File: config.mk
export PLATFORM = sky130hd
export DESIGN_NAME = adc_pd_sequencer
export DESIGN_NICKNAME = d
export VERILOG_FILES = /design/src/rtl/adc_pd_pkg.sv /design/src/rtl/adc_pd_edge.sv /design/src/rtl/adc_pd_frame.sv /design/src/rtl/adc_pd_power.sv /design/src/rtl/adc_pd_shift.sv /design/src/rtl/adc_pd_sequencer.sv
export SDC_FILE = /design/constraint.sdc
export NUM_CORES = 1
export LEC_CHECK = 0
export ABC_AREA = 0
export BUFFER_PORTS_ARGS = -buffer_cell sky130_fd_sc_hd__buf_4
export CORE_ASPECT_RATIO = 0.5
export CORE_MARGIN = 3
export CORE_UTILIZATION = 60
export DETAILED_ROUTE_END_ITERATION = 7
export GPL_TIMING_DRIVEN = 0
export PLACE_DENSITY = 0.88
export SYNTH_ARGS = -nofsm -noshare
export SYNTH_HDL_FRONTEND = slang
export SYNTH_HIERARCHICAL = 1
export SYNTH_SLANG_ARGS = --single-unit
File: constraint.sdc
create_clock -name clk -period 4.5 [get_ports clk]
set_input_delay 0.225 -clock clk [delete_from_list [all_inputs] [get_ports clk]]
set_output_delay 0.225 -clock clk [all_outputs]
set_load 0.02 [all_outputs]
File: src/rtl/adc_pd_pkg.sv
package adc_pd_pkg;

   typedef enum logic [1:0] {
      PWR_ACTIVE = 2'd0,
      PWR_DYN    = 2'd1,
      PWR_STATIC = 2'd2,
      PWR_WAKE   = 2'd3
   } pwr_state_t;

   // serial clock rising edge on which a conversion completes
   function automatic int conv_edge(input int res);
      if (res == 12) return 14;
      else if (res == 10) return 11;
      else return 9;
   endfunction

endpackage

File: src/rtl/adc_pd_edge.sv
module adc_pd_edge #(
   parameter logic RST_VAL = 1'b0
) (
   input  logic clk,
   input  logic rst,
   input  logic din,
   output logic rise,
   output logic fall
);
   logic din_q;

   always_ff @(posedge clk) begin
      if (rst) din_q <= RST_VAL;
      else     din_q <= din;
   end

   assign rise = din & ~din_q;
   assign fall = ~din & din_q;
endmodule

File: src/rtl/adc_pd_frame.sv
module adc_pd_frame #(
   parameter int CONV_EDGE  = 14,
   parameter int FALL_LIMIT = 29
) (
   input  logic clk,
   input  logic rst,
   input  logic cs_low,
   input  logic cs_fall,
   input  logic cs_rise,
   input  logic sclk_rise,
   input  logic sclk_fall,
   input  logic core_active,
   output logic conv_hit,
   output logic conv_done,
   output logic frame_long
);
   localparam int RW = $clog2(CONV_EDGE + 1);
   localparam int FW = $clog2(FALL_LIMIT + 2);
   localparam logic [RW-1:0] R_LAST = RW'(CONV_EDGE - 1);
   localparam logic [RW-1:0] R_SAT  = RW'(CONV_EDGE);
   localparam logic [FW-1:0] F_LIM  = FW'(FALL_LIMIT);

   logic [RW-1:0] rcnt_q;
   logic [FW-1:0] fcnt_q;
   logic          in_frame;

   assign in_frame = cs_low & ~cs_fall;
   assign conv_hit = in_frame & sclk_rise & (rcnt_q == R_LAST) & core_active;

   always_ff @(posedge clk) begin
      if (rst) begin
         rcnt_q     <= '0;
         fcnt_q     <= '0;
         conv_done  <= 1'b0;
         frame_long <= 1'b0;
      end else begin
         conv_done <= conv_hit;
         if (cs_fall) begin
            rcnt_q <= '0;
            fcnt_q <= '0;
         end else if (in_frame) begin
            if (sclk_rise && rcnt_q != R_SAT) rcnt_q <= rcnt_q + 1'b1;
            if (sclk_fall && fcnt_q <= F_LIM) fcnt_q <= fcnt_q + 1'b1;
         end
         if (cs_rise) frame_long <= (fcnt_q > F_LIM);
      end
   end

   AST_CONV_ONE_CYCLE: assert property (@(posedge clk) disable iff (rst)
      conv_done |=> !conv_done);
endmodule

File: src/rtl/adc_pd_power.sv
module adc_pd_power
   import adc_pd_pkg::*;
#(
   parameter int IDLE_CYCLES = 16,
   parameter int WAKE_CYCLES = 12
) (
   input  logic       clk,
   input  logic       rst,
   input  logic       cs_n,
   input  logic       cs_rise,
   input  logic       cs_fall,
   input  logic       sclk_rise,
   input  logic       sclk_fall,
   input  logic       pd_en,
   input  logic       conv_hit,
   input  logic       frame_long,
   output pwr_state_t state_q,
   output logic       active,
   output logic       sample_invalid
);
   localparam int IW = $clog2(IDLE_CYCLES + 1);
   localparam int WW = $clog2(WAKE_CYCLES + 1);
   localparam logic [IW-1:0] I_LAST = IW'(IDLE_CYCLES - 1);
   localparam logic [WW-1:0] W_LAST = WW'(WAKE_CYCLES - 1);

   logic [IW-1:0] idle_q;
   logic [WW-1:0] wake_q;
   logic          armed_q;
   logic          wake_req;
   logic          is_down;

   assign active   = (state_q == PWR_ACTIVE);
   assign is_down  = (state_q == PWR_DYN) || (state_q == PWR_STATIC);
   assign wake_req = (cs_rise & ~pd_en) | (sclk_rise & cs_n & frame_long);

   always_ff @(posedge clk) begin
      if (rst) begin
         state_q        <= PWR_ACTIVE;
         idle_q         <= '0;
         wake_q         <= '0;
         armed_q        <= 1'b0;
         sample_invalid <= 1'b0;
      end else begin
         if (cs_rise) armed_q <= pd_en;
         if (cs_fall) sample_invalid <= (state_q == PWR_WAKE);
         unique case (state_q)
            PWR_ACTIVE: begin
               if (conv_hit && armed_q) begin
                  state_q <= PWR_DYN;
                  idle_q  <= '0;
               end
            end
            PWR_DYN, PWR_STATIC: begin
               if (wake_req) begin
                  state_q <= PWR_WAKE;
                  wake_q  <= '0;
               end else if (state_q == PWR_DYN) begin
                  if (sclk_rise || sclk_fall) idle_q <= '0;
                  else if (idle_q == I_LAST)  state_q <= PWR_STATIC;
                  else                        idle_q <= idle_q + 1'b1;
               end
            end
            PWR_WAKE: begin
               if (wake_q == W_LAST) state_q <= PWR_ACTIVE;
               else                  wake_q  <= wake_q + 1'b1;
            end
            default: state_q <= PWR_ACTIVE;
         endcase
      end
   end

   AST_WAKE_EXIT: assert property (@(posedge clk) disable iff (rst)
      ($past(state_q) == PWR_WAKE && state_q != PWR_WAKE) |-> state_q == PWR_ACTIVE);
   AST_STATIC_FROM_DYN: assert property (@(posedge clk) disable iff (rst)
      (state_q == PWR_STATIC && $past(state_q) != PWR_STATIC) |-> $past(state_q) == PWR_DYN);
   AST_STAY_DOWN: assert property (@(posedge clk) disable iff (rst)
      (cs_rise && pd_en && !sclk_rise && is_down) |=> (state_q == PWR_DYN || state_q == PWR_STATIC));
endmodule

File: src/rtl/adc_pd_shift.sv
module adc_pd_shift #(
   parameter int RES_BITS = 12
) (
   input  logic                clk,
   input  logic                rst,
   input  logic                cs_low,
   input  logic                cs_fall,
   input  logic                sclk_fall,
   input  logic                conv_hit,
   input  logic [RES_BITS-1:0] conv_data,
   output logic                sdo
);
   localparam int LW = $clog2(RES_BITS + 1);

   logic [RES_BITS-1:0] sh_q;
   logic [LW-1:0]       left_q;

   always_ff @(posedge clk) begin
      if (rst) begin
         sh_q   <= '0;
         left_q <= '0;
         sdo    <= 1'b0;
      end else if (cs_fall) begin
         left_q <= '0;
         sdo    <= 1'b0;
      end else if (conv_hit) begin
         sdo    <= conv_data[RES_BITS-1];
         sh_q   <= conv_data << 1;
         left_q <= LW'(RES_BITS - 1);
      end else if (sclk_fall && cs_low) begin
         if (left_q != '0) begin
            sdo    <= sh_q[RES_BITS-1];
            sh_q   <= sh_q << 1;
            left_q <= left_q - 1'b1;
         end else begin
            sdo <= 1'b0;
         end
      end
   end

   AST_SDO_CLEAR: assert property (@(posedge clk) disable iff (rst)
      cs_fall |=> !sdo);
endmodule

File: src/rtl/adc_pd_sequencer.sv
module adc_pd_sequencer
   import adc_pd_pkg::*;
#(
   parameter int RES_BITS    = 12,
   parameter int FALL_LIMIT  = 29,
   parameter int IDLE_CYCLES = 16,
   parameter int WAKE_CYCLES = 12
) (
   input  logic                clk,
   input  logic                rst,
   input  logic                sclk,
   input  logic                cs_n,
   input  logic                pd_en,
   input  logic [RES_BITS-1:0] conv_data,
   output logic                sdo,
   output logic                conv_done,
   output logic [1:0]          pwr_state,
   output logic                frame_long,
   output logic                sample_invalid
);
   localparam int CONV_EDGE = conv_edge(RES_BITS);

   generate
      if (RES_BITS != 12 && RES_BITS != 10 && RES_BITS != 8) begin : g_bad_res
         $error("RES_BITS must be 8, 10 or 12");
      end
      if (IDLE_CYCLES < 1 || WAKE_CYCLES < 1) begin : g_bad_cnt
         $error("IDLE_CYCLES and WAKE_CYCLES must be at least 1");
      end
      if (FALL_LIMIT < CONV_EDGE) begin : g_bad_lim
         $error("FALL_LIMIT must not be below the conversion edge");
      end
   endgenerate

   logic       sclk_rise, sclk_fall, cs_rise, cs_fall;
   logic       conv_hit, core_active;
   pwr_state_t state;

   adc_pd_edge #(.RST_VAL(1'b0)) i_sclk_edge (
      .clk(clk), .rst(rst), .din(sclk), .rise(sclk_rise), .fall(sclk_fall));

   adc_pd_edge #(.RST_VAL(1'b1)) i_cs_edge (
      .clk(clk), .rst(rst), .din(cs_n), .rise(cs_rise), .fall(cs_fall));

   adc_pd_frame #(.CONV_EDGE(CONV_EDGE), .FALL_LIMIT(FALL_LIMIT)) i_frame (
      .clk(clk), .rst(rst), .cs_low(~cs_n), .cs_fall(cs_fall), .cs_rise(cs_rise),
      .sclk_rise(sclk_rise), .sclk_fall(sclk_fall), .core_active(core_active),
      .conv_hit(conv_hit), .conv_done(conv_done), .frame_long(frame_long));

   adc_pd_power #(.IDLE_CYCLES(IDLE_CYCLES), .WAKE_CYCLES(WAKE_CYCLES)) i_power (
      .clk(clk), .rst(rst), .cs_n(cs_n), .cs_rise(cs_rise), .cs_fall(cs_fall),
      .sclk_rise(sclk_rise), .sclk_fall(sclk_fall), .pd_en(pd_en),
      .conv_hit(conv_hit), .frame_long(frame_long), .state_q(state),
      .active(core_active), .sample_invalid(sample_invalid));

   adc_pd_shift #(.RES_BITS(RES_BITS)) i_shift (
      .clk(clk), .rst(rst), .cs_low(~cs_n), .cs_fall(cs_fall), .sclk_fall(sclk_fall),
      .conv_hit(conv_hit), .conv_data(conv_data), .sdo(sdo));

   assign pwr_state = state;

   AST_CONV_WHEN_ACTIVE: assert property (@(posedge clk) disable iff (rst)
      conv_done |-> $past(pwr_state) == 2'd0);
   AST_DYN_WITH_CONV: assert property (@(posedge clk) disable iff (rst)
      (pwr_state == 2'd1 && $past(pwr_state) == 2'd0) |-> conv_done);
endmodule

==> qor.yml <==
status: "finished, final reports clean"
cts_buffers: 5
drc: 0
globalplace.congestion: 0.840
cp-start-kind: "register"
fin_hold_ws_ns: 0.139
synth_compound_gate_area_share_pct: 23.5
cellPowerDensity_nw_per_um2: 342
port_buffers: 22
gr-total-overflow: 0
period_needed_ns: 2.54
synth_fa_ha_area_share_pct: 6.39
layout_setup_ws_ns: 1.96
hold_viol: 0
grt_use_total_pct: 23.0
initial_core_util_pct: 65.5
reg2reg_slack_ns: 1.96
final_core_util_pct: 74.5
timing.setup.tns_ns: 0
synth.avg_cell_area_um2: 9.29
cp_slowest_stage_delay_ns: 0.58
slew_headroom_pct: 55.7
ys_warn_count: 6
clk_pin_slew_ns: 0.09
pin_count: 23
hpwl_um: 3540
synthSimpleGateAreaFrac_pct: 23.3
synthCells: 253
mostFrequentLayoutCells: "dfxtp_1 (42), buf_4 (22), a21oi_1 (18)"
clock_latency_ns: 0.30
routedWlPerCell_um: 14.8
crit_chain: "nor2b_1 -> nand3b_4 -> nor2_1 -> a21boi_4 -> or4_4 -> or4_1 -> a21oi_1"
max_cap_violations: 0
final_design_area_no_fill_um2: 2670
synth-xor-area-share_pct: 0
vias: 2054
grt_pass1_vias: 1887
leakage_nw: 0.929
seq_area_frac_synth_pct: 35.8
diodes: 0
cts_tree: "done"
tightest_slew_ns: 0.662
setup_violations: 0
holdBufCountCts: 0
antenna_found_initial: 0
synthFlopType: "dfxtp_1"
worstPathRequired_ns: 4.73
drtIter0Drc: 123
synth.area.mux_share_pct: 6.82
async_reset_ff_share_pct: 0
synth.distinct_cells: 59
core_um2: 3580
postPlaceCellArea_um2: 2580
drive_gt1_share_pct: 19.1
wirelength_um: 4940
skew_ns: 0.00700
clock_sinks: 42
max_freq_mhz: 393
die-area_um2: 4750
synth_fp_nets: 282
cts_htree_levels: 2
clock_path_buffers: 2
final_common_cell: "dfxtp_1"
maxSlewViolCount: 0
cts_resized: 0
postCtsSetupBuffers: 0
root_buffer: "clkbuf_8"
nNetsFinal: 311
syn_to_final_growth_pct: 13.6
crit_path_end_kind: "register"
finalCritPeriodShare_pct: 56.5
crit_arrival_ns: 2.77
rsz0062_at_grt: "false"
ys_seq_elements: 42
synth_area_um2: 2350
grt_pass1_wl_um: 8610
drt_first_pass_iters: 4
critPathSlowestCell: "or4_4"
rows: 15
critPathKind: "reg2reg"
die_w_um: 94.5
grt_max_degree: 22
pre_cts_ws_ns: 1.94
synth-edff-count: 0
drtAntennaViolNets: 0
synth_top_family_by_area: "compound AO/OA/AOI/OAI gates"
vdd_ir_drop_max_v: 0.000149
die_y_um: 50.3
worstHoldPathType: "in2reg"
crit_fanout: 7
vias_per_cell: 6.15
[cell families after synthesis]
group | after synthesis
and+or+nand+nor | 86
AOI/OAI and AO/OA | 74
DFF | 42
buffers and inverters | 23
muxes | 16
adders and majority gates | 12
[worst paths after layout]
check,endpoint,start,depth (start not counted)
hold / removal,i_cs_edge/din_q$_SDFF_PP1_,cs_n,2
hold reg to reg,i_frame/fcnt_q[4]$_SDFFE_PP0P_,i_frame/fcnt_q[4]$_SDFFE_PP0P_,2
setup reg to reg,i_power/idle_q[1]$_SDFFE_PP0P_,i_sclk_edge/din_q$_SDFF_PP0_,7
setup / recovery,i_power/idle_q[1]$_SDFFE_PP0P_,i_sclk_edge/din_q$_SDFF_PP0_,7
[synthesized netlist by cell type (all sizes together), types with 2 or more instances]
library cell | n | share of area, %
nand4 | 4 | 1.1
buf | 4 | 1.1
or2 | 3 | 0.80
or4 | 6 | 2.2
mux2i | 16 | 6.8
or3b | 2 | 0.75
nor2 | 13 | 2.1
nand3b | 4 | 1.8
dfxtp | 42 | 36
o21ai | 10 | 2.1
o31ai | 4 | 1.3
nor4 | 2 | 0.53
or3 | 4 | 1.1
nand4b | 2 | 0.75
nor3 | 3 | 0.64
nand2b | 4 | 1.1
a211o | 2 | 0.75
clkbuf | 7 | 1.1
inv | 12 | 1.9
a31oi | 2 | 0.53
a211oi | 22 | 8.9
ha | 12 | 6.4
nand2 | 8 | 1.4
nor3b | 2 | 0.64
a21oi | 18 | 3.8
and3b | 2 | 0.80
a21boi | 2 | 1.1
a21o | 2 | 0.64
nand3 | 11 | 2.3
and3 | 3 | 0.85
and2b | 2 | 0.69
o41ai | 2 | 0.75
nor2b | 6 | 1.6
[critical path, delay by kind of cell (launching register included)]
kind | cells | cell delay (ns)
and+or+nand+nor | 5 | 1.90
AOI/OAI and AO/OA | 2 | 0.25
DFF | 1 | 0.32
[final cells by class]
cell class / count / area, um2
Fill cell: 268 / 916
Clock buffer: 5 / 68.8
Multi-Input combinational cell: 188 / 1410
Inverter: 12 / 45.0
Buffer: 11 / 52.6
Clock inverter: 3 / 21.3
Sequential cell: 42 / 841
Timing Repair Buffer: 22 / 165
Tap cell: 51 / 63.8
[registers in the layout, indices dropped and copies added (netlist names)]
register / flops
i_cs_edge/din_q: 1
i_frame/conv_done: 1
i_frame/fcnt_q: 5
i_frame/frame_long: 1
i_frame/rcnt_q: 4
i_power/armed_q: 1
i_power/idle_q: 5
i_power/sample_invalid: 1
i_power/state_q: 2
i_power/wake_q: 4
i_sclk_edge/din_q: 1
i_shift/left_q: 4
i_shift/sdo: 1
i_shift/sh_q: 11
[report_power, final]
group          internal, mW  switching, mW  total [mW]  leakage, nW
Clock                 0.109          0.140       0.249       0.0441
Sequential            0.384         0.0124       0.396        0.339
Combinational         0.112          0.157       0.269        0.546
Total                 0.605          0.309       0.914        0.929
[routing by layer]
| metal | vias to the layer above | GRT usage [%] | routed length, um |
|---|---|---|---|
| li1 | 1021 | - | - |
| met1 | 973 | 30.6 | 2390 |
| met2 | 55 | 36.7 | 2240 |
| met3 | 5 | 4.94 | 249 |
| met4 | 0 | 8.61 | 62 |
| met5 | - | 0 | 0 |
[metrics by stage]
stage               total power, mW  instances
finish                        0.914        334
global route                  0.971        334
CTS                           0.922        334
detailed placement            0.672        326
global placement              0.664        326
floorplan                     0.601        253
No activity file was read; power rests on OpenSTA's default activity.
